===== config.mk =====
export PLATFORM = sky130hd
export DESIGN_NAME = amp_diag_if
export DESIGN_NICKNAME = d
export VERILOG_FILES = /design/src/rtl/amp_if_pkg.sv /design/src/rtl/i2c_bus_sync.sv /design/src/rtl/i2c_slave_fsm.sv /design/src/rtl/amp_ctrl_regs.sv /design/src/rtl/diag_snapshot.sv /design/src/rtl/amp_diag_if.sv
export SDC_FILE = /design/constraint.sdc
export NUM_CORES = 1
export LEC_CHECK = 0
export BUFFER_PORTS_ARGS = -buffer_cell sky130_fd_sc_hd__buf_2
export CAP_MARGIN = 20
export CORE_UTILIZATION = 60
export DETAILED_ROUTE_END_ITERATION = 16
export PLACE_DENSITY_LB_ADDON = 0.25
export SLEW_MARGIN = 20
export SYNTH_ARGS = -nofsm -noshare
export SYNTH_HDL_FRONTEND = slang
export SYNTH_HIERARCHICAL = 1
export SYNTH_SLANG_ARGS = --single-unit
export TNS_END_PERCENT = 1

===== constraint.sdc =====
create_clock -name clk_i -period 4.05 [get_ports clk_i]
set_clock_uncertainty 0.15 [all_clocks]
set_input_delay 0.6075 -clock clk_i [delete_from_list [all_inputs] [get_ports clk_i]]
set_output_delay 0.6075 -clock clk_i [all_outputs]
set_load 0.01 [all_outputs]

===== src/rtl/amp_if_pkg.sv =====
package amp_if_pkg;
  localparam int BYTE_W   = 8;
  localparam int STAT_W   = 6;
  localparam int NUM_CH   = 4;
  localparam int CNT_W    = 4;
  localparam int IDX_W    = 3;
  localparam int WR_BYTES = 2;
  localparam int RD_BYTES = 4;
  localparam logic [5:0] ADDR_HI = 6'b110110;

  typedef enum logic [2:0] {
    S_IDLE, S_ADDR, S_ADDR_ACK, S_WR_DATA, S_WR_ACK, S_RD_DATA, S_RD_ACK, S_IGNORE
  } i2c_state_e;

  typedef struct packed {
    logic diag_en;
    logic offset_en;
    logic gain_lo_front;
    logic gain_lo_rear;
    logic unmute_front;
    logic unmute_rear;
    logic clip_hi;
  } ctl1_t;

  typedef struct packed {
    logic       cur_thr_lo;
    logic       fast_mute;
    logic       run;
    logic       line_drv;
    logic       ac_diag_en;
    logic [1:0] he_mode;
  } ctl2_t;
endpackage


===== src/rtl/i2c_bus_sync.sv =====
module i2c_bus_sync #(
  parameter int N_SYNC = 2
) (
  input  logic clk_i,
  input  logic rst_ni,
  input  logic scl_i,
  input  logic sda_i,
  output logic scl_o,
  output logic sda_o,
  output logic start_o,
  output logic stop_o,
  output logic scl_rise_o,
  output logic scl_fall_o
);
  logic [N_SYNC-1:0] scl_ff, sda_ff;
  logic scl_d, sda_d;

  always_ff @(posedge clk_i or negedge rst_ni) begin
    if (!rst_ni) begin
      scl_ff <= '1;
      sda_ff <= '1;
      scl_d  <= 1'b1;
      sda_d  <= 1'b1;
    end else begin
      scl_ff <= {scl_ff[N_SYNC-2:0], scl_i};
      sda_ff <= {sda_ff[N_SYNC-2:0], sda_i};
      scl_d  <= scl_ff[N_SYNC-1];
      sda_d  <= sda_ff[N_SYNC-1];
    end
  end

  assign scl_o      = scl_ff[N_SYNC-1];
  assign sda_o      = sda_ff[N_SYNC-1];
  assign scl_rise_o = scl_o & ~scl_d;
  assign scl_fall_o = ~scl_o & scl_d;
  assign start_o    = scl_o & scl_d & sda_d & ~sda_o;
  assign stop_o     = scl_o & scl_d & ~sda_d & sda_o;
endmodule


===== src/rtl/i2c_slave_fsm.sv =====
module i2c_slave_fsm
  import amp_if_pkg::*;
(
  input  logic              clk_i,
  input  logic              rst_ni,
  input  logic              en_i,
  input  logic              addr_bit_i,
  input  logic              sda_i,
  input  logic              start_i,
  input  logic              stop_i,
  input  logic              scl_rise_i,
  input  logic              scl_fall_i,
  input  logic [BYTE_W-1:0] rd_byte_i,
  output logic              sda_oe_o,
  output logic [BYTE_W-1:0] wr_data_o,
  output logic              wr1_we_o,
  output logic              wr2_we_o,
  output logic              snap_o,
  output logic [IDX_W-1:0]  rd_idx_o,
  output logic              rearm_o
);
  localparam logic [CNT_W-1:0] BITS    = CNT_W'(BYTE_W);
  localparam logic [IDX_W-1:0] WR_END  = IDX_W'(WR_BYTES);
  localparam logic [IDX_W-1:0] RD_END  = IDX_W'(RD_BYTES);

  i2c_state_e        state_q;
  logic [CNT_W-1:0]  bit_cnt_q;
  logic [BYTE_W-1:0] shreg_q, tx_q;
  logic [IDX_W-1:0]  byte_idx_q;
  logic              rw_q, rd_txn_q, mack_q, rearm_q;
  logic              addr_done, addr_hit, wr_done;

  assign addr_hit  = (shreg_q[7:1] == {ADDR_HI, addr_bit_i});
  assign addr_done = (state_q == S_ADDR) && scl_fall_i && (bit_cnt_q == BITS);
  assign wr_done   = (state_q == S_WR_DATA) && scl_fall_i && (bit_cnt_q == BITS);
  assign snap_o    = en_i && !stop_i && !start_i && addr_done && addr_hit && shreg_q[0];
  assign wr1_we_o  = en_i && !stop_i && !start_i && wr_done && (byte_idx_q == '0);
  assign wr2_we_o  = en_i && !stop_i && !start_i && wr_done && (byte_idx_q == IDX_W'(1));
  assign wr_data_o = shreg_q;
  assign rd_idx_o  = byte_idx_q;
  assign rearm_o   = rearm_q;

  always_ff @(posedge clk_i or negedge rst_ni) begin
    if (!rst_ni) begin
      state_q    <= S_IDLE;
      bit_cnt_q  <= '0;
      shreg_q    <= '0;
      tx_q       <= '1;
      byte_idx_q <= '0;
      rw_q       <= 1'b0;
      rd_txn_q   <= 1'b0;
      mack_q     <= 1'b0;
      rearm_q    <= 1'b0;
    end else if (!en_i) begin
      state_q  <= S_IDLE;
      rd_txn_q <= 1'b0;
      rearm_q  <= 1'b0;
    end else begin
      rearm_q <= 1'b0;
      if (stop_i) begin
        state_q  <= S_IDLE;
        rearm_q  <= rd_txn_q;
        rd_txn_q <= 1'b0;
      end else if (start_i) begin
        state_q   <= S_ADDR;
        bit_cnt_q <= '0;
      end else begin
        if (scl_rise_i && (state_q == S_ADDR || state_q == S_WR_DATA) && bit_cnt_q != BITS) begin
          shreg_q   <= {shreg_q[BYTE_W-2:0], sda_i};
          bit_cnt_q <= bit_cnt_q + CNT_W'(1);
        end
        if (scl_rise_i && state_q == S_RD_ACK) begin
          mack_q <= ~sda_i;
          if (!sda_i && byte_idx_q != RD_END) byte_idx_q <= byte_idx_q + IDX_W'(1);
        end
        if (scl_fall_i) begin
          case (state_q)
            S_ADDR: if (bit_cnt_q == BITS) begin
              if (addr_hit) begin
                state_q    <= S_ADDR_ACK;
                rw_q       <= shreg_q[0];
                byte_idx_q <= '0;
                if (shreg_q[0]) rd_txn_q <= 1'b1;
              end else begin
                state_q <= S_IGNORE;
              end
            end
            S_ADDR_ACK: begin
              bit_cnt_q <= '0;
              if (rw_q) begin
                tx_q    <= rd_byte_i;
                state_q <= S_RD_DATA;
              end else begin
                state_q <= S_WR_DATA;
              end
            end
            S_WR_DATA: if (bit_cnt_q == BITS) begin
              if (byte_idx_q < WR_END) begin
                state_q    <= S_WR_ACK;
                byte_idx_q <= byte_idx_q + IDX_W'(1);
              end else begin
                state_q <= S_IGNORE;
              end
            end
            S_WR_ACK: begin
              bit_cnt_q <= '0;
              state_q   <= S_WR_DATA;
            end
            S_RD_DATA: begin
              if (bit_cnt_q == BITS - CNT_W'(1)) begin
                state_q <= S_RD_ACK;
              end else begin
                tx_q      <= {tx_q[BYTE_W-2:0], 1'b1};
                bit_cnt_q <= bit_cnt_q + CNT_W'(1);
              end
            end
            S_RD_ACK: begin
              if (mack_q) begin
                tx_q      <= rd_byte_i;
                bit_cnt_q <= '0;
                state_q   <= S_RD_DATA;
              end else begin
                state_q <= S_IGNORE;
              end
            end
            default: ;
          endcase
        end
      end
    end
  end

  always_comb begin
    case (state_q)
      S_ADDR_ACK, S_WR_ACK: sda_oe_o = 1'b1;
      S_RD_DATA:            sda_oe_o = ~tx_q[BYTE_W-1];
      default:              sda_oe_o = 1'b0;
    endcase
  end

  AST_REARM_PULSE: assert property (@(posedge clk_i) disable iff (!rst_ni)
    rearm_o |=> !rearm_o);
  AST_ADDR_ACK_MATCH: assert property (@(posedge clk_i) disable iff (!rst_ni)
    $rose(state_q == S_ADDR_ACK) |-> $past(shreg_q[7:1]) == {ADDR_HI, $past(addr_bit_i)});
  AST_DIS_QUIET: assert property (@(posedge clk_i) disable iff (!rst_ni)
    (!en_i && $past(!en_i)) |-> (!sda_oe_o && !rearm_o));
  AST_RD_TAIL_RELEASED: assert property (@(posedge clk_i) disable iff (!rst_ni)
    (state_q == S_RD_DATA && byte_idx_q == RD_END) |-> !sda_oe_o);
endmodule


===== src/rtl/amp_ctrl_regs.sv =====
module amp_ctrl_regs
  import amp_if_pkg::*;
(
  input  logic              clk_i,
  input  logic              rst_ni,
  input  logic              wr1_we_i,
  input  logic              wr2_we_i,
  input  logic [BYTE_W-1:0] wdata_i,
  input  logic              bus_dis_i,
  input  logic              scl_s_i,
  input  logic              sda_s_i,
  output ctl1_t             ctl1_o,
  output ctl2_t             ctl2_o
);
  ctl1_t ctl1_q;
  ctl2_t ctl2_q;

  always_ff @(posedge clk_i or negedge rst_ni) begin
    if (!rst_ni) begin
      ctl1_q <= '0;
      ctl2_q <= '0;
    end else begin
      if (wr1_we_i) ctl1_q <= ctl1_t'(wdata_i[6:0]);
      if (wr2_we_i) ctl2_q <= ctl2_t'({wdata_i[7], wdata_i[5:0]});
    end
  end

  // pin-control fallback overrides gain and efficiency selects
  always_comb begin
    ctl1_o = ctl1_q;
    ctl2_o = ctl2_q;
    if (bus_dis_i) begin
      ctl1_o.gain_lo_front = sda_s_i;
      ctl1_o.gain_lo_rear  = sda_s_i;
      ctl2_o.he_mode       = {scl_s_i, scl_s_i};
    end
  end

  AST_CTL1_HOLD: assert property (@(posedge clk_i) disable iff (!rst_ni)
    !wr1_we_i |=> $stable(ctl1_q));
  AST_CTL2_HOLD: assert property (@(posedge clk_i) disable iff (!rst_ni)
    !wr2_we_i |=> $stable(ctl2_q));
  AST_DIS_NO_WRITE: assert property (@(posedge clk_i) disable iff (!rst_ni)
    bus_dis_i |-> !(wr1_we_i || wr2_we_i));
endmodule


===== src/rtl/diag_snapshot.sv =====
module diag_snapshot
  import amp_if_pkg::*;
(
  input  logic                     clk_i,
  input  logic                     rst_ni,
  input  logic                     snap_i,
  input  logic [NUM_CH*STAT_W-1:0] ch_stat_i,
  input  logic [2:0]               therm_i,
  input  logic                     cycle_done_i,
  input  logic                     offset_busy_i,
  input  logic                     run_i,
  input  logic                     diag_en_i,
  input  logic [IDX_W-1:0]         idx_i,
  output logic [BYTE_W-1:0]        byte_o
);
  localparam int SEL_W = $clog2(NUM_CH);

  logic [NUM_CH-1:0][BYTE_W-1:0] snap_q, snap_d;

  // read byte k carries channel index k^2 (order 3,4,1,2)
  for (genvar k = 0; k < NUM_CH; k++) begin : g_byte
    localparam int CH = k ^ 2;
    assign snap_d[k][STAT_W-1:0] = ch_stat_i[CH*STAT_W +: STAT_W];
  end
  assign snap_d[0][BYTE_W-1:STAT_W] = {therm_i[0], cycle_done_i};
  assign snap_d[1][BYTE_W-1:STAT_W] = {offset_busy_i, 1'b0};
  assign snap_d[2][BYTE_W-1:STAT_W] = {run_i, diag_en_i};
  assign snap_d[3][BYTE_W-1:STAT_W] = {therm_i[1], therm_i[2]};

  always_ff @(posedge clk_i or negedge rst_ni) begin
    if (!rst_ni)     snap_q <= '0;
    else if (snap_i) snap_q <= snap_d;
  end

  assign byte_o = (idx_i < IDX_W'(NUM_CH)) ? snap_q[idx_i[SEL_W-1:0]] : '1;

  AST_SNAP_HOLD: assert property (@(posedge clk_i) disable iff (!rst_ni)
    !snap_i |=> $stable(snap_q));
  AST_TAIL_ONES: assert property (@(posedge clk_i) disable iff (!rst_ni)
    (idx_i >= IDX_W'(NUM_CH)) |-> (byte_o == '1));
endmodule


===== src/rtl/amp_diag_if.sv =====
module amp_diag_if
  import amp_if_pkg::*;
#(
  parameter int N_SYNC = 2
) (
  input  logic        clk_i,
  input  logic        rst_ni,
  input  logic        scl_i,
  input  logic        sda_i,
  output logic        sda_oe_o,
  input  logic        addr_sel_i,
  input  logic        bus_dis_i,
  input  logic [23:0] ch_stat_i,
  input  logic [2:0]  therm_warn_i,
  input  logic        cycle_done_i,
  input  logic        offset_busy_i,
  output logic        diag_en_o,
  output logic        offset_en_o,
  output logic        gain_lo_front_o,
  output logic        gain_lo_rear_o,
  output logic        unmute_front_o,
  output logic        unmute_rear_o,
  output logic        clip_hi_o,
  output logic        cur_thr_lo_o,
  output logic        fast_mute_o,
  output logic        run_o,
  output logic        line_drv_o,
  output logic        ac_diag_en_o,
  output logic [1:0]  he_mode_o,
  output logic        rearm_o
);
  logic scl_s, sda_s, start, stop, scl_rise, scl_fall;
  logic wr1_we, wr2_we, snap;
  logic [BYTE_W-1:0] wr_data, rd_byte;
  logic [IDX_W-1:0]  rd_idx;
  ctl1_t ctl1;
  ctl2_t ctl2;

  i2c_bus_sync #(.N_SYNC(N_SYNC)) u_sync (
    .clk_i, .rst_ni, .scl_i, .sda_i,
    .scl_o(scl_s), .sda_o(sda_s), .start_o(start), .stop_o(stop),
    .scl_rise_o(scl_rise), .scl_fall_o(scl_fall)
  );

  i2c_slave_fsm u_fsm (
    .clk_i, .rst_ni, .en_i(!bus_dis_i), .addr_bit_i(addr_sel_i), .sda_i(sda_s),
    .start_i(start), .stop_i(stop), .scl_rise_i(scl_rise), .scl_fall_i(scl_fall),
    .rd_byte_i(rd_byte), .sda_oe_o, .wr_data_o(wr_data), .wr1_we_o(wr1_we),
    .wr2_we_o(wr2_we), .snap_o(snap), .rd_idx_o(rd_idx), .rearm_o
  );

  amp_ctrl_regs u_regs (
    .clk_i, .rst_ni, .wr1_we_i(wr1_we), .wr2_we_i(wr2_we), .wdata_i(wr_data),
    .bus_dis_i, .scl_s_i(scl_s), .sda_s_i(sda_s), .ctl1_o(ctl1), .ctl2_o(ctl2)
  );

  diag_snapshot u_snap (
    .clk_i, .rst_ni, .snap_i(snap), .ch_stat_i, .therm_i(therm_warn_i),
    .cycle_done_i, .offset_busy_i, .run_i(ctl2.run), .diag_en_i(ctl1.diag_en),
    .idx_i(rd_idx), .byte_o(rd_byte)
  );

  assign diag_en_o       = ctl1.diag_en;
  assign offset_en_o     = ctl1.offset_en;
  assign gain_lo_front_o = ctl1.gain_lo_front;
  assign gain_lo_rear_o  = ctl1.gain_lo_rear;
  assign unmute_front_o  = ctl1.unmute_front;
  assign unmute_rear_o   = ctl1.unmute_rear;
  assign clip_hi_o       = ctl1.clip_hi;
  assign cur_thr_lo_o    = ctl2.cur_thr_lo;
  assign fast_mute_o     = ctl2.fast_mute;
  assign run_o           = ctl2.run;
  assign line_drv_o      = ctl2.line_drv;
  assign ac_diag_en_o    = ctl2.ac_diag_en;
  assign he_mode_o       = ctl2.he_mode;
endmodule


Word-level counts from Yosys, hierarchy flattened
Index checks and enable logic that the tools add are counted.

Word-level logic and storage cells: 154. Output and inout port bits: 16. Input bits: 35. Flip-flop bits (word level): 81.

Equal/unequal tests: 19. Add/subtract/negate cells: 2. Multiplexer cells: 46. Bitwise operators: 15. Order comparisons: 3. Reductions and logical operators: 39.

Operator list (number): $mux W3 (16); $mux W8 (5); $pmux W8 S3 (1); $mux W4 (5); $pmux W3 S6 (1); $reduce_bool A3 Y1 (6); $bmux W8 S2 (1); $logic_and A1 B1 Y1 (16); $pmux W4 S3 (1); $mux W1 (10); $ne A5 B2 Y1 const B (2); $eq A3 B3 Y1 const B (3); $reduce_bool A9 Y1 (1); $mux W2 (4); $not A1 Y1 (8); $reduce_and A4 Y1 (2); $reduce_and A8 Y1 (1); $and A1 B1 Y1 (7); $eq A7 B7 Y1 (1); $reduce_and A7 Y1 (1); $eq A3 B1 Y1 const B (2); $eq A3 B2 Y1 const B (2); $ne A3 B3 Y1 const B (2); $pmux W3 S2 (1); 21 further kinds (25).

Longest topological paths before layout
Gate-level depths: netlist of run 1.

Depth in word-level cells: 9. Depth in mapped cells: 9. Gate-level depth less buffers: 8.

Cells and area by module
The synthesis of run 1 kept the hierarchy.

By module, submodules not included: i2c_slave_fsm (cells an instance 193, instances 1, area each 1843.0 um^2, seq. area each 760.7 um^2); diag_snapshot (cells an instance 93, instances 1, area each 1402.6 um^2, seq. area each 775.7 um^2); amp_ctrl_regs (cells an instance 44, instances 1, area each 703.2 um^2, seq. area each 350.3 um^2); i2c_bus_sync (cells an instance 10, instances 1, area each 190.2 um^2, seq. area each 157.7 um^2); amp_diag_if (cells an instance 1, instances 1, area each 3.8 um^2, seq. area each 0.0 um^2).

Least setup slack after synthesis of run 1
Ideal clock, no wire load.

Path type: reg2reg. Start: register u_sync.sda_d. End: register u_snap/snap_q[0] (netlist bit). Setup slack: 1.823 ns. Arrival time: 1.952 ns. Buffers on the path: 1. Clock period less this slack: 2.227 ns. Library setup time: 0.125 ns. Stages on the path, launching flop included: 8. Data required time: 3.775 ns. Cells stage by stage: dfstp_2 and4b_1 nand2b_1 nor2_1 nand3_1 nor2_1 buf_4 mux2_2.

Cells in the longest elaborated chain, start to end: 9. Elaborated cells between the ends (all ways): 12. Classes of those cells: 5 x bitwise; 7 x reduce/logical.

Ends and longest elaborated chain: start: declaration (line i2c_bus_sync.sv:16) `logic scl_d, sda_d;`; start signal: assignment (line i2c_bus_sync.sv:28) `sda_d <= sda_ff[N_SYNC-1];`; $not A1 Y1 (line i2c_bus_sync.sv:37) `assign stop_o = scl_o & scl_d & ~sda_d & sda_o;`; $and A1 B1 Y1 (2 in series) (line i2c_bus_sync.sv:37); named net stop (line amp_diag_if.sv:32) `logic scl_s, sda_s, start, stop, scl_rise, scl_fall;`; $logic_not A1 Y1 (line i2c_slave_fsm.sv:36) `assign snap_o = en_i && !stop_i && !start_i && addr_done && addr_hit && shreg_q[0];`; $logic_and A1 B1 Y1 (5 in series) (line i2c_slave_fsm.sv:36); named net snap (line amp_diag_if.sv:33) `logic wr1_we, wr2_we, snap;`; end signal: assignment (line diag_snapshot.sv:32) `else if (snap_i) snap_q <= snap_d;`; end: declaration (line diag_snapshot.sv:18) `logic [NUM_CH-1:0][BYTE_W-1:0] snap_q, snap_d;`.

The timed path passes the listed nets, and every way through them passes these cells. A chain may end at the register's enable or synchronous reset.

Final worst setup path of run 1
Start: register u_sync.scl_d. End: register u_regs/ctl2_q[0] (netlist bit).

Elaborated cells between the ends (all ways): 14. Classes of those cells: 6 x bitwise; 8 x reduce/logical.

RTL lines: start: declaration (line i2c_bus_sync.sv:16); start signal: assignment (line i2c_bus_sync.sv:27) `scl_d <= scl_ff[N_SYNC-1];`; $and A1 B1 Y1 (line i2c_bus_sync.sv:35) `assign scl_fall_o = ~scl_o & scl_d;`; named net scl_fall (line amp_diag_if.sv:32); $logic_and A1 B1 Y1 (2 in series) (line i2c_slave_fsm.sv:35) `assign wr_done = (state_q == S_WR_DATA) && scl_fall_i && (bit_cnt_q == BITS);`; $logic_and A1 B1 Y1 (2 in series) (line i2c_slave_fsm.sv:38) `assign wr2_we_o = en_i && !stop_i && !start_i && wr_done && (byte_idx_q == IDX_W'(1));`; named net wr2_we (line amp_diag_if.sv:33); end signal: assignment (line amp_ctrl_regs.sv:24) `if (wr2_we_i) ctl2_q <= ctl2_t'({wdata_i[7], wdata_i[5:0]});`; end: declaration (line amp_ctrl_regs.sv:16) `ctl2_t ctl2_q;`.

The timed path passes the listed nets, and every way through them passes these cells.

==> metrics.txt, run 1 <==
clock tree buffer depth=2; initial DRC count=153; Cell Pwr Density=333 nW/um2; Synth area leaders=dfrtp_1 40%, mux2_2 12%, dfstp_2 8.9%; worst-path fanout max=10; Max VDD drop=0.242 mV; WP data arrival=2680 ps; outcome=finished clean; fmax=384 MHz; I/O pin total=51; minimum clock period=2600 ps; FF/Latch Area=2040 um2; M3 GR Usage=3.89%; Seq/Total Area, Yosys=49.4%; top cells by count, synth=67 x dfrtp_1, 44 x mux2_2, 23 x mux2i_1; per-cell routed wire length=16.6 um; initial antenna violation count=0; Post-synth EDFFs=0; Worst Reg2Reg Path Length in Cells=5; overall routing resource usage=23.4%; via density per instance=5.83; Syn Inst Count=341; combinational share of power=4.2%; Seq pwr share=54.9%; cts hold-fix bufs=0; Rel. slew slack=53.5%; detailed-route DRC error count=0; global routing usage on met1=34.9%; number of buffers created by CTS=9; placed insts=446; CTS tree=done; DR pass1 iterations=4; Yosys reg bits=81; root buffer cell=clkbuf_8; Post-DRT Antenna Nets=0; Final period util=64.3%; most frequent cell after synthesis=dfrtp_1; share of the synthesized area in the top cell type=40.5%; antenna cells=0; Hold Crit Class=in2async; Setup-failing EPs final=0; Worst EP required=4130 ps; CTS H-Tree Depth=3; PostCTS Resize Cnt=0; Netlist cell types=53; Yosys top cell by area=dfrtp_1; reg-to-reg setup timing slack=1450 ps; Post-synth ARST share=100%; startpoint types=flip-flop; DP HPWL=5300 um; Mapped Area=4140 um2; largest net degree at the start of global routing=82; sw frac=21.0%; Critical Path Sink Type=flip-flop; first-pass GRT wire length=13100 um; Mapped Nets=381; Slew Limit Fails=0; post-route cell area=4520 um2; Setup CP Type=reg2reg; Clock Sinks=81; clk slew on worst S/H paths=80 ps; starting density of the core=63.8%; vias post-DR=2699; GRT overflow=0; NumNets Final=421; RSZ-0062 raised after global routing=false; Psw=0.316 mW; Warnings, synthesis=6; Final Hold Vio Count=0; PortBufs=50; Critical R2R Launch=u_sync/scl_d$_DFF_PN1_; Core Util, Final=69.6%; Filler cells=471; P_int=1.19 mW; Clock Latency Late Sink=350 ps; Hold Slack=61.0 ps; routability cong.=0.907; die extent in y=85.1 um; Sum Neg Setup Slack=0 ps; Die W=85.1 um; post-place instance area=4300 um2; placement row count=29; max-cap violation count=0; postcts setup bufs=0; met2 usage=34.5%; Clock Power Share=40.9%; area of the multi-input gates=1850 um2; Core ar.=6490 um2; vias in the first global route=2691; Synth Flop Type=dfrtp_1; layout cell share with drive strength beyond 1=37.3%; Slew @ Worst Pin=696 ps; fin cells=463; die area=7240 um2; area grow syn2layout=9.12%; Reg2Reg Capture Point=u_regs/ctl2_q[0]$_DFFE_PN0P_; average cell area after synthesis=12.1 um2; global route hottest layer=met1; Leak Pwr=2.16 nW; DRT Wirelength=7710 um
-- final cells by class --
class | count | share of cell area [%]
clock buffers | 12 | 2.99
clock inverters | 4 | 1.55
inverters | 8 | 0.664
multi-input cells | 227 | 40.9
flip-flops and latches | 81 | 45.2
well taps | 77 | 2.13
repair buffers | 54 | 6.53
-- worst max path at each step --
stage                            startpoint                       endpoint  slack [ps]  cells after the start
2_1_floorplan        u_sync/sda_d$_DFF_PN1_   u_snap/snap_q[0]$_DFFE_PN0P_        1820                      7
3_3_place_gp                     addr_sel_i  u_snap/snap_q[29]$_DFFE_PN0P_        1410                      7
3_5_place_dp                     addr_sel_i  u_snap/snap_q[12]$_DFFE_PN0P_        1400                      7
4_1_cts          u_sync/sda_ff[1]$_DFF_PN1_   u_regs/ctl2_q[0]$_DFFE_PN0P_        1460                      7
5_1_grt        u_fsm/state_q[2]$_DFFE_PN0P_   u_regs/ctl1_q[4]$_DFFE_PN0P_        1280                      6
6_report             u_sync/scl_d$_DFF_PN1_   u_regs/ctl2_q[0]$_DFFE_PN0P_        1450                      5
-- metrics by stage --
stage          total power, mW  worst slack, ps
6_report                  1.51             1450
4_1_cts                   1.52             1460
3_5_place_dp             0.903             1400
5_1_grt                   1.56             1280
3_3_place_gp             0.902             1410
2_1_floorplan            0.862             1820
-- flip-flops by register name, indices dropped and copies added (netlist names), 2 cells and up --
signal / flops
u_regs/ctl2_o: 5
u_fsm/rd_idx_o: 3
u_regs/ctl1_q: 2
u_regs/ctl2_q: 2
u_fsm/state_q: 3
u_regs/ctl1_o: 5
u_sync/sda_ff: 2
u_fsm/bit_cnt_q: 4
u_fsm/wr_data_o: 8
u_snap/snap_q: 31
u_sync/scl_ff: 2
u_fsm/tx_q: 8
-- power groups by stage --
stage / registers (mW) / logic (mW) / clock network [mW]
2_1_floorplan: 0.839 / 0.0230 / 0
3_3_place_gp: 0.842 / 0.0601 / 0
3_5_place_dp: 0.842 / 0.0609 / 0
4_1_cts: 0.827 / 0.0614 / 0.635
5_1_grt: 0.828 / 0.0712 / 0.665
6_report: 0.827 / 0.0629 / 0.616
-- metal layers --
metal | wire, um | vias up
met5 | 0 | -
met4 | 140 | 0
met3 | 300 | 13
met2 | 3610 | 65
met1 | 3650 | 1326
li1 | - | 1295
-- critical path, stage by stage, from the launching register on --
cell	delay [ps]
dfstp_2	550
nor2b_1	570
nand3_1	240
nor2_1	180
and2_1	450
mux2_4	340
-- placed cells by master (no fill, tap or decap), types with 5 or more instances in the layout --
cell,netlist,layout
mux2i_1,23,23
dfstp_2,14,14
mux2_4,14,14
clkbuf_8,0,9
buf_2,3,49
nor2b_1,9,9
dfrtp_1,67,67
o21ai_0,17,17
inv_1,8,8
a21oi_1,7,7
nand3_1,6,6
nand2_1,18,18
ha_1,5,5
nor2_1,18,17
mux2_2,44,44
a22oi_1,7,7
-- kinds of logic (layout without fill, tap and decap cells) --
logic type | Yosys count | count (layout) | share of synthesized area, %
AOI/OAI and AO/OA | 59 | 59 | 9.48
xor gates and xnor gates | 3 | 3 | 0.634
adders and majority gates | 5 | 5 | 1.51
buffers and inverters | 33 | 78 | 6.07
DFF | 81 | 81 | 49.4
muxes | 81 | 81 | 22.6
and+or+nand+nor | 79 | 79 | 10.4
Note: power is estimated with default switching activity, not from simulation.
==> run 2: changes to the inputs <==
- ABC_AREA: default -> 1
- CORE_UTILIZATION: 60 -> 59
- clock period: 4.05 -> 2.52 ns (I/O delays scaled with it)
==> run 2 against run 1 <==
Against the previous run: final cell count increased by 60%; die area grew 8.5%; sequential share of layout area is 3.6 points lower; non-clock buffer count increased by 8; routed wire length up 22%; largest power group unchanged; global-route usage rose by 3.4 points; register-to-register slack worse by 1100 ps; clock power up 67%; total power rose by 120%; combinational power rose to 10 times the previous value.
==> metrics.txt, run 2 <==
Post-Synth Adder-Cell Area=1.41%; routability cong.=0.898; initial DRC count=210; Filler cells=613; CTS H-Tree Depth=3; Max VDD drop=0.285 mV; starting density of the core=61.0%; Critical Path Sink Type=output port; top layer in use=met4; most common cell after layout, fill and taps aside=nand2_1; post-place instance area=4660 um2; Rel. slew slack=67.9%; Final period util=88.5%; largest net degree at the start of global routing=63; antenna cells=0; Final Hold Vio Count=0; die area=7850 um2; clock tree buffer depth=2; WP data arrival=1700 ps; Hold Slack=57.8 ps; post-route cell area=4910 um2; overall routing resource usage=26.8%; Post-DRT Antenna Nets=0; root buffer cell=clkbuf_8; Yosys top cell by area=dfrtp_1; DP HPWL=6650 um; clk slew on worst S/H paths=90 ps; number of buffers created by CTS=9; Slew Limit Fails=0; WP buf/inv=2; fmax=448 MHz; main combinational cell family by area after synthesis=simple AND/OR/NAND/NOR gates; Clock Latency Late Sink=370 ps; area grow syn2layout=10.9%; Clock Sinks=81; layout cell share with drive strength beyond 1=18.9%; Warnings, synthesis=6; Core ar.=7250 um2; Syn Inst Count=591; die extent in y=88.6 um; max reg flops=31; Setup-failing EPs final=0; vias post-DR=3814; Mapped Nets=631; cell family with most CP delay=flip-flops; worst setup slack after layout=290 ps; Die W=88.6 um; average cell area after synthesis=7.49 um2; Slowest-stage cell, CP=dfrtp_1; DRT Wirelength=9370 um; initial antenna violation count=0; via density per instance=5.16; commonest non-fill, non-tap cells in the layout=222 x nand2_1, 74 x inv_1, 67 x dfrtp_1; Metal-1 WL=4040 um; CTS tree=done; Hold Crit Class=in2reg; max-cap violation count=0; Netlist cell types=34; RSZ-0062 raised after global routing=false; Max stage delay on crit path=470 ps; Yosys reg bits=81; I/O pin total=51; post-synthesis compound-gate area fraction=9.33%; worst-path fanout max=9; Cell Pwr Density=672 nW/um2; Setup CP Type=reg2out; met3 WL=416 um; Synth area leaders=dfrtp_1 38%, nand2_1 19%, dfstp_2 8.3%; startpoint types=flip-flop; worst path cell trace=inv_1 > nand3_1 > o21ai_0 > buf_2; share of the synthesized area in the top cell type=37.9%; vias in the first global route=3612; met2 WL post-DR=4690 um; PortBufs=50; first-pass GRT wire length=15900 um; GRT overflow=0; Core Util, Final=67.7%; Sum Neg Setup Slack=0 ps; Leak Pwr=2.72 nW; NumNets Final=675; Post-synth EDFFs=0; outcome=finished clean; Slew @ Worst Pin=481 ps; Mapped Area=4430 um2; Post-synth ARST share=100%; fin cells=739; Worst EP required=1990 ps; Placement Setup Slack=401 ps; DR pass1 iterations=6; per-cell routed wire length=12.7 um; minimum clock period=2230 ps; Synth Flop Type=dfrtp_1; placement row count=31; Biggest register=u_snap/snap_q; PostCTS Resize Cnt=0; Total Power=3.30 mW; most frequent cell after synthesis=nand2_1; detailed-route DRC error count=0; placed insts=720; multiplexer share of the synthesized area=0%; Seq/Total Area, Yosys=46.2%; top cells by count, synth=222 x nand2_1, 74 x inv_1, 67 x dfrtp_1; post-synthesis simple-gate area fraction=30.4%; XOR/XNOR Fraction of Synth Area=0.198%
-- run 2: cells by family after synthesis --
logic type | after synthesis
xor+xnor | 1
compound gates | 74
simple gates | 317
fa+ha+maj | 5
buf+inv | 113
flops | 81
-- run 2: repair_timing --
| action | CTS | global route |
|---|---|---|
| hold buffers | 3 | 0 |
| hold endpoints to repair | 32 | 0 |
| buffers inserted | 0 | 0 |
-- run 2: final timing paths --
check	cells past startpoint	slack (ps)	end	startpoint
max	4	290	sda_oe_o	u_fsm/state_q[1]$_DFFE_PN0P_
min in group asynchronous	2	360	u_regs/ctl1_o[1]$_DFFE_PN0P_	rst_ni
max in group asynchronous	3	1190	u_sync/sda_ff[0]$_DFF_PN1_	rst_ni
min reg2reg	0	220	u_sync/scl_ff[1]$_DFF_PN1_	u_sync/scl_ff[0]$_DFF_PN1_
max reg2reg	12	330	u_fsm/tx_q[2]$_DFFE_PN1P_	u_sync/sda_d$_DFF_PN1_
min	3	60	u_snap/snap_q[10]$_DFFE_PN0P_	ch_stat_i[20]
-- run 2: routing by layer --
metal / global-route usage [%] / vias up
li1: - / 1906
met1: 32.9 / 1769
met2: 45.9 / 115
met3: 5.88 / 24
met5: 0 / -
met4: 10.9 / 0
-- run 2: cell type report --
class,count,area [um2],share of cell area [%]
Timing Repair Buffer,62,375,7.65
Inverter,84,320,6.53
Clock buffer,11,131,2.68
Clock inverter,5,81.3,1.66
Sequential cell,81,2040,41.7
Multi-Input combinational cell,397,1830,37.3
Tap cell,99,124,2.52
-- run 2: worst min-delay path: stages --
cell and delay (ps):
buf_2 70, nand2_1 40, o21ai_0 50
-- run 2: power by group --
part	total (mW)	internal (mW)	switching (mW)
combinational	0.633	0.234	0.399
sequential	1.64	1.48	0.159
clock	1.03	0.558	0.470
total	3.30	2.27	1.03
==> run 3: changes to the inputs <==
- CELL_PAD_IN_SITES_DETAIL_PLACEMENT: default -> 0
- CELL_PAD_IN_SITES_GLOBAL_PLACEMENT: default -> 2
- CORE_ASPECT_RATIO: default -> 0.9
- CORE_UTILIZATION: 59 -> 34
==> run 3 against run 2 <==
Against the previous run: register-to-register slack worse by 30 ps; critical path depth stayed put; routed wire length grew 9.8%; non-clock buffer count stayed put; combinational power is essentially flat; sequential share of layout area decreased by 1.6 points; critical path type unchanged; die area is 72% higher; first-iteration DRC count up 4.3%; global-route usage decreased by 9.7 points; highest routed layer unchanged; sequential power is essentially flat.
==> metrics.txt, run 3 (synthesis results as in run 2) <==
Slew Limit Fails=0; post-route cell area=5110 um2; vias post-DR=3705; DR pass1 iterations=5; NumNets Final=675; max-cap violation count=0; CTS H-Tree Depth=3; Final period util=90.1%; overall routing resource usage=17.1%; fmax=441 MHz; GRT overflow=0; placement row count=39; WP data arrival=1740 ps; Slew @ Worst Pin=499 ps; DRT Wirelength=10300 um; first-pass GRT wire length=17500 um; WP buf/inv=2; initial antenna violation count=0; Placement Setup Slack=154 ps; starting density of the core=34.9%; routability cong.=0.768; Setup-failing EPs final=0; via density per instance=4.61; area grow syn2layout=15.4%; Filler cells=1335; minimum clock period=2270 ps; placed insts=785; clock tree buffer depth=2; worst-path fanout max=9; Slowest-stage cell, CP=dfrtp_1; initial DRC count=219; Rel. slew slack=66.7%; outcome=finished clean; Leak Pwr=2.78 nW; PortBufs=50; clk slew on worst S/H paths=60 ps; Setup CP Type=reg2out; max reg flops=31; layout cell share with drive strength beyond 1=19.4%; Clock Sinks=81; Hold Crit Class=in2reg; Max stage delay on crit path=470 ps; die area=13500 um2; root buffer cell=clkbuf_16; Worst EP required=1990 ps; number of buffers created by CTS=9; Core ar.=12700 um2; Die W=122 um; commonest non-fill, non-tap cells in the layout=222 x nand2_1, 74 x inv_1, 67 x dfrtp_1; Max VDD drop=0.456 mV; I/O pin total=51; FF/Latch Area=2040 um2; detailed-route DRC error count=0; fin cells=804; antenna cells=0; Total Power=3.71 mW; worst setup slack after layout=250 ps; per-cell routed wire length=12.8 um; Final Hold Vio Count=0; post-place instance area=4750 um2; RSZ-0062 raised after global routing=false; Biggest register=u_snap/snap_q; vias in the first global route=3578; largest net degree at the start of global routing=82; cell family with most CP delay=flip-flops; DP HPWL=7220 um; Clock Latency Late Sink=340 ps; die extent in y=110 um; Post-DRT Antenna Nets=0; startpoint types=flip-flop; worst path cell trace=inv_1 > nand3_1 > o21ai_1 > buf_2; area of the multi-input gates=1830 um2; Critical Path Sink Type=output port; most common cell after layout, fill and taps aside=nand2_1; Cell Pwr Density=727 nW/um2; postcts setup bufs=0; CTS tree=done; Sum Neg Setup Slack=0 ps
run 3: cell types whose count changed in the layout (fill, tap and decap cells not counted), sizes merged:
| cell | delta |
|---|---|
| inv | +1 |
| clkbuf | -1 |
run 3: area by class of cell:
class,count,area share (%)
well taps,164,4.02
repair buffers,62,7.35
clock inverters,6,1.76
inverters,84,6.27
multi-input cells,397,35.9
flip-flops and latches,81,40.0
clock buffers,10,4.68
run 3: what timing repair did:
action,CTS,global route
hold endpoints to repair,69,0
endpoints found under the setup margin,0,33
gates resized for setup,0,2
hold buffers,3,0
run 3: metrics by stage:
stage | hold slack [ps] | util [%]
2_1_floorplan | -67.6 | -
3_3_place_gp | 200 | 37.4
3_5_place_dp | 202 | 37.4
4_1_cts | 79.0 | 40.2
5_1_grt | 98.0 | 40.3
6_report | 92.7 | 40.3
run 3: worst paths after layout:
path	from	to	slack, ps	cells past startpoint
max in group asynchronous	rst_ni	u_fsm/tx_q[1]$_DFFE_PN1P_	1390	3
setup / recovery	u_fsm/state_q[1]$_DFFE_PN0P_	sda_oe_o	250	4
setup reg to reg	u_sync/scl_d$_DFF_PN1_	u_snap/snap_q[7]$_DFFE_PN0P_	300	8
hold reg to reg	u_sync/scl_ff[0]$_DFF_PN1_	u_sync/scl_ff[1]$_DFF_PN1_	210	0
hold / removal	ch_stat_i[7]	u_snap/snap_q[25]$_DFFE_PN0P_	90	3
min in group asynchronous	rst_ni	u_regs/ctl2_o[5]$_DFFE_PN0P_	460	3
run 3: worst reg2reg max path, cell delays in order (launching register included):
cell and delay (ps):
dfstp_2 540, inv_1 50, nor2_2 250, inv_1 190, nor2_1 210, nand3_1 170
inv_1 130, buf_12 220, o21ai_0 180
run 3: per-layer routing:
layer	GRT usage (%)	up-vias	share of wire, %
met1	22.6	1717	48
met3	3.86	10	4.0
met5	0	-	0
met2	27.8	74	46
li1	-	1904	-
met4	4.97	0	1.1
run 3: power by group:
| part | internal, mW | leakage (nW) | switching, mW |
|---|---|---|---|
| Combinational | 0.240 | 1.72 | 0.395 |
| Sequential | 1.48 | 0.897 | 0.156 |
| Clock | 0.898 | 0.159 | 0.542 |
